===== src/rtl/usb_irq_pkg.sv =====
package usb_irq_pkg;
  localparam int unsigned NUM_FLAGS = 4;
  localparam int unsigned FLG_CMPL  = 0;
  localparam int unsigned FLG_ERR   = 1;
  localparam int unsigned FLG_PORT  = 2;
  localparam int unsigned FLG_WRAP  = 3;

  localparam logic ADDR_STS = 1'b0;
  localparam logic ADDR_EN  = 1'b1;

  typedef logic [NUM_FLAGS-1:0] flag_vec_t;
endpackage


===== src/rtl/usb_irq_wrap_det.sv =====
module usb_irq_wrap_det (
  input  logic clk_i,
  input  logic rst_ni,
  input  logic wrap_bit_i,
  output logic wrap_o
);
  logic bit_q;

  always_ff @(posedge clk_i or negedge rst_ni) begin
    if (!rst_ni) bit_q <= 1'b0;
    else         bit_q <= wrap_bit_i;
  end

  // either direction of the index MSB marks a wrap
  assign wrap_o = wrap_bit_i ^ bit_q;
endmodule


===== src/rtl/usb_irq_port_det.sv =====
module usb_irq_port_det #(
  parameter int unsigned NUM_PORTS = 4
) (
  input  logic                 clk_i,
  input  logic                 rst_ni,
  input  logic [NUM_PORTS-1:0] chg_i,
  input  logic [NUM_PORTS-1:0] resume_i,
  input  logic [NUM_PORTS-1:0] owner_i,
  output logic                 evt_o
);
  logic [NUM_PORTS-1:0] hit;

  for (genvar p = 0; p < NUM_PORTS; p++) begin : g_port
    logic chg_q, res_q;

    always_ff @(posedge clk_i or negedge rst_ni) begin
      if (!rst_ni) begin
        chg_q <= 1'b0;
        res_q <= 1'b0;
      end else begin
        chg_q <= chg_i[p];
        res_q <= resume_i[p];
      end
    end

    // companion-owned ports are masked
    assign hit[p] = ~owner_i[p] & ((chg_i[p] & ~chg_q) | (resume_i[p] & ~res_q));
  end

  assign evt_o = |hit;
endmodule


===== src/rtl/usb_irq_xfer_dec.sv =====
module usb_irq_xfer_dec (
  input  logic vld_i,
  input  logic err_i,
  input  logic ioc_i,
  input  logic short_i,
  output logic set_err_o,
  output logic set_cmpl_o
);
  assign set_err_o  = vld_i & err_i;
  assign set_cmpl_o = vld_i & (ioc_i | short_i);
endmodule


===== src/rtl/usb_irq_regs.sv =====
module usb_irq_regs
  import usb_irq_pkg::*;
(
  input  logic      clk_i,
  input  logic      rst_ni,
  input  flag_vec_t set_i,
  input  logic      we_i,
  input  logic      addr_i,
  input  flag_vec_t wdata_i,
  output flag_vec_t sts_o,
  output flag_vec_t en_o,
  output flag_vec_t rdata_o,
  output logic      irq_o
);
  flag_vec_t sts_q, en_q, clr;

  assign clr = (we_i && addr_i == ADDR_STS) ? wdata_i : '0;

  always_ff @(posedge clk_i or negedge rst_ni) begin
    if (!rst_ni) begin
      sts_q <= '0;
      en_q  <= '0;
    end else begin
      sts_q <= (sts_q & ~clr) | set_i;  // set beats clear
      if (we_i && addr_i == ADDR_EN) en_q <= wdata_i;
    end
  end

  assign sts_o   = sts_q;
  assign en_o    = en_q;
  assign rdata_o = (addr_i == ADDR_STS) ? sts_q : en_q;
  assign irq_o   = |(sts_q & en_q);
endmodule


===== src/rtl/usb_irq_status.sv =====
module usb_irq_status
  import usb_irq_pkg::*;
#(
  parameter int unsigned NUM_PORTS = 4
) (
  input  logic                 clk_i,
  input  logic                 rst_ni,
  input  logic                 frnum_wrap_i,
  input  logic [NUM_PORTS-1:0] port_chg_i,
  input  logic [NUM_PORTS-1:0] port_resume_i,
  input  logic [NUM_PORTS-1:0] port_owner_i,
  input  logic                 cmpl_vld_i,
  input  logic                 cmpl_err_i,
  input  logic                 cmpl_ioc_i,
  input  logic                 cmpl_short_i,
  input  logic                 bus_we_i,
  input  logic                 bus_addr_i,
  input  logic [NUM_FLAGS-1:0] bus_wdata_i,
  output logic [NUM_FLAGS-1:0] bus_rdata_o,
  output logic                 irq_o
);
  logic      wrap_evt, port_evt, err_evt, cmpl_evt;
  flag_vec_t set_vec, sts, en;

  usb_irq_wrap_det u_wrap (
    .clk_i, .rst_ni,
    .wrap_bit_i (frnum_wrap_i),
    .wrap_o     (wrap_evt)
  );

  usb_irq_port_det #(.NUM_PORTS(NUM_PORTS)) u_port (
    .clk_i, .rst_ni,
    .chg_i    (port_chg_i),
    .resume_i (port_resume_i),
    .owner_i  (port_owner_i),
    .evt_o    (port_evt)
  );

  usb_irq_xfer_dec u_xfer (
    .vld_i      (cmpl_vld_i),
    .err_i      (cmpl_err_i),
    .ioc_i      (cmpl_ioc_i),
    .short_i    (cmpl_short_i),
    .set_err_o  (err_evt),
    .set_cmpl_o (cmpl_evt)
  );

  always_comb begin
    set_vec           = '0;
    set_vec[FLG_WRAP] = wrap_evt;
    set_vec[FLG_PORT] = port_evt;
    set_vec[FLG_ERR]  = err_evt;
    set_vec[FLG_CMPL] = cmpl_evt;
  end

  usb_irq_regs u_regs (
    .clk_i, .rst_ni,
    .set_i   (set_vec),
    .we_i    (bus_we_i),
    .addr_i  (bus_addr_i),
    .wdata_i (bus_wdata_i),
    .sts_o   (sts),
    .en_o    (en),
    .rdata_o (bus_rdata_o),
    .irq_o   (irq_o)
  );
endmodule


===== config.mk =====
export PLATFORM = sky130hd
export DESIGN_NAME = usb_irq_status
export DESIGN_NICKNAME = d
export VERILOG_FILES = /design/src/rtl/usb_irq_pkg.sv /design/src/rtl/usb_irq_wrap_det.sv /design/src/rtl/usb_irq_port_det.sv /design/src/rtl/usb_irq_xfer_dec.sv /design/src/rtl/usb_irq_regs.sv /design/src/rtl/usb_irq_status.sv
export SDC_FILE = /design/constraint.sdc
export NUM_CORES = 1
export LEC_CHECK = 0
export BUFFER_PORTS_ARGS = -buffer_cell sky130_fd_sc_hd__buf_2
export CAP_MARGIN = 15
export CORE_UTILIZATION = 44
export CTS_CLUSTER_DIAMETER = 120
export CTS_CLUSTER_SIZE = 25
export DETAILED_ROUTE_END_ITERATION = 10
export GPL_TIMING_DRIVEN = 0
export PLACE_DENSITY_LB_ADDON = 0.2
export RECOVER_POWER = 25
export SETUP_SLACK_MARGIN = 0.2
export SLEW_MARGIN = 10
export SYNTH_ARGS = -nofsm -noshare
export SYNTH_HDL_FRONTEND = slang
export SYNTH_SLANG_ARGS = --single-unit
export TNS_END_PERCENT = 20

===== constraint.sdc =====
create_clock -name clk_i -period 1 [get_ports clk_i]
set_input_delay 0.05 -clock clk_i [delete_from_list [all_inputs] [get_ports clk_i]]
set_output_delay 0.05 -clock clk_i [all_outputs]
set_load 0.1 [all_outputs]

==> reports/metrics.cfg <==
[final_layout]
diodes = 0
utilization_pct = 81.04
multi_input_area_um2 = 260.3
drive_above_1_share_pct = 38.68
area_delta_synth_final_pct = 62.09
fillers = 92
nets = 132
seqCellArea_um2 = 425.4

[synthesis]
netlist_instances = 56
ys_warn_count = 0
yosys_register_bits = 17
yosysSeqAreaShare_pct = 62.27
syn-num-nets = 81
synth_cell_type_count = 12
synth_area_um2 = 683.2
avgSynthCellArea_um2 = 12.20

[critical_path]
critPathArrivalTime_ps = 1180
cpMaxStageDelayCell = dfrtp_1
worstSetupEndpointType = output port
worstSetupPathType = reg -> out
crit_chain = mux2_2, buf_6
critPathTopFamily = flip-flops
max_stage_delay_ps = 420
startpoint = u_regs.sts_o[3]
required_ps = 950
start_kind = flip-flop
critPathMaxFanout = 3
crit_buf_inv = 1
r2r-start = u_port.g_port[3].chg_q

[power_and_ir_drop]
p_per_area_mw_per_mm2 = 1534
peakVddDrop_mv = 1.071
power_leakage_nw = 0.5234

[clocking]
clk_latency_ps = 290
cts_tree = yes
clk_path_buf_depth = 2
htree_levels = 1
cts-root-buf = clkbuf_4
cts_buffers = 3
cts.sinks = 17
path_clk_slew_ps = 100

[timing]
final_hold_viol_count = 0
slew_violations = 0
worstMarginPinSlew_ps = 371.4
setup_viol = 5
rsz0062_at_grt = yes
fin_crit_ps = 1232
skew_ps = 8.163
timing.final.ws_setup_ps = -232.5
max_freq_ghz = 0.8114
period_share_pct = 123.2
slew_headroom_pct = 75.24

[global_routing]
antenna_found_initial = 0
grt_pass1_wl_um = 2649
grt_overflow = 0
grt_max_degree = 18
track_usage_pct = 20.48
grt_pass1_vias = 613

[routing]
wl_per_cell_um = 12.83
routed_via_density = 4.901
first_pass_iters = 2
detail-route-antenna-nets = 0
first_iter_violations = 1
drt_drc_violations_left = 0
vias = 593
drt-total-wl_um = 1553

[floorplanning]
chipWidth_um = 41.41
io_pins = 30
core.rowCount = 13
die-height_um = 41.41
fp.dieArea_mm2 = 0.001714
start_util_pct = 50.00
core_mm2 = 0.001366

[min_path]
hold_path_startpoint = bus_wdata_i[1]
hold_class = in -> reg

[placement]
numPortBuffers = 29
dp_hpwl_um = 974.4
pre_cts_ws_ps = -60.79
place_congestion = 0.6939

[outcome]
violations = negative setup slack
status = complete, but fails checks

[run]
maxCapViolations = 0

==> placed cells by master (no fill, tap or decap) <==
master	instances
a211o_1	1
o21ai_0	1
dlygate4sd3_1	17
xnor2_1	1
clkbuf_1	8
nand2_2	1
inv_1	8
clkbuf_4	3
a22oi_1	1
buf_2	17
o22ai_1	2
buf_6	4
dfrtp_1	17
a22o_1	1
nand2_4	1
nand2_1	8
buf_12	1
nor2b_2	1
mux2_2	8
a22oi_2	5
==> cell type report <==
| type | instances | area share [%] |
|---|---|---|
| flip-flops and latches | 17 | 38.42 |
| repair buffers | 46 | 31.30 |
| multi-input cells | 31 | 23.50 |
| inverters | 8 | 2.712 |
| clock buffers | 4 | 2.373 |
| well taps | 15 | 1.695 |
==> power by group <==
| group | total, W | internal, W | switching, W |
|---|---|---|---|
| registers | 0.000783 | 0.000742 | 0.0000404 |
| clock network | 0.000365 | 0.000155 | 0.000210 |
| logic | 0.000551 | 0.000223 | 0.000328 |
| total | 0.00170 | 0.00112 | 0.000578 |
==> final timing paths <==
path	endpoint	slack, ps	depth (start not counted)
min in group asynchronous	u_port.g_port[3].chg_q	190	2
worst max register to register	u_regs.sts_o[2]	10	4
worst max-delay path	bus_rdata_o[3]	-230	2
worst min-delay path	u_regs.en_o[1]	30	2
max in group asynchronous	u_regs.sts_o[0]	530	2
worst min register to register	u_regs.sts_o[3]	500	2
==> cell families after synthesis <==
family                 count (synthesis)  share of synthesized area, %
flip-flops                            17                         62.27
AO/OA/AOI/OAI                         11                         11.72
AND/OR/NAND/NOR                       11                         7.143
multiplexers                           8                         13.19
buffers and inverters                  8                         4.396
XOR/XNOR                               1                         1.282
==> cells in the mapped netlist <==
| cell | n | area [um^2] |
|---|---|---|
| a211o_1 | 1 | 8.760 |
| a22o_1 | 1 | 8.760 |
| a22oi_1 | 6 | 45.04 |
| dfrtp_1 | 17 | 425.4 |
| inv_1 | 8 | 30.03 |
| mux2_2 | 8 | 90.09 |
| nand2_1 | 9 | 33.78 |
| nand2_2 | 1 | 6.260 |
| nor2b_2 | 1 | 8.760 |
| o21ai_0 | 1 | 5.000 |
| o22ai_1 | 2 | 12.51 |
| xnor2_1 | 1 | 8.760 |
==> metal layers <==
layer  global-route usage, %  share of wire (%)  vias to the layer above
met5                       0                  0                        -
met4                   5.806               0.90                        0
met3                   6.087                5.3                        2
met2                   34.38                 51                       19
met1                   25.50                 43                      281
li1                        -                  -                      291
==> flip-flops by register name (all words and copies together) (netlist names) <==
name,count
u_regs.en_o,4
u_regs.sts_o,4
u_port.g_port.res_q,4
u_wrap.bit_q,1
u_port.g_port.chg_q,4
==> repair_timing <==
item / CTS / global route
setup buffers: 0 / 0
pin swaps: 0 / 0
setup endpoints to repair: 6 / 8
hold buffers: 17 / 0
resized for setup: 13 / 4
endpoints found under the hold margin: 32 / 0
==> stage by stage <==
step	hold WS (ps)	cells	cell area, um^2	power, W	setup TNS [ps]
global route	18.46	121	1107	0.001778	-1396
detailed placement	-12.54	100	854.6	0.001225	-62.38
finish	32.36	121	1107	0.001699	-1122
global placement	-13.10	100	854.6	0.001216	-68.65
CTS	5.042	121	1096	0.001702	-1183
floorplan	-245.6	56	690.7	0.001111	0
Power figures use the tool's default switching activity.
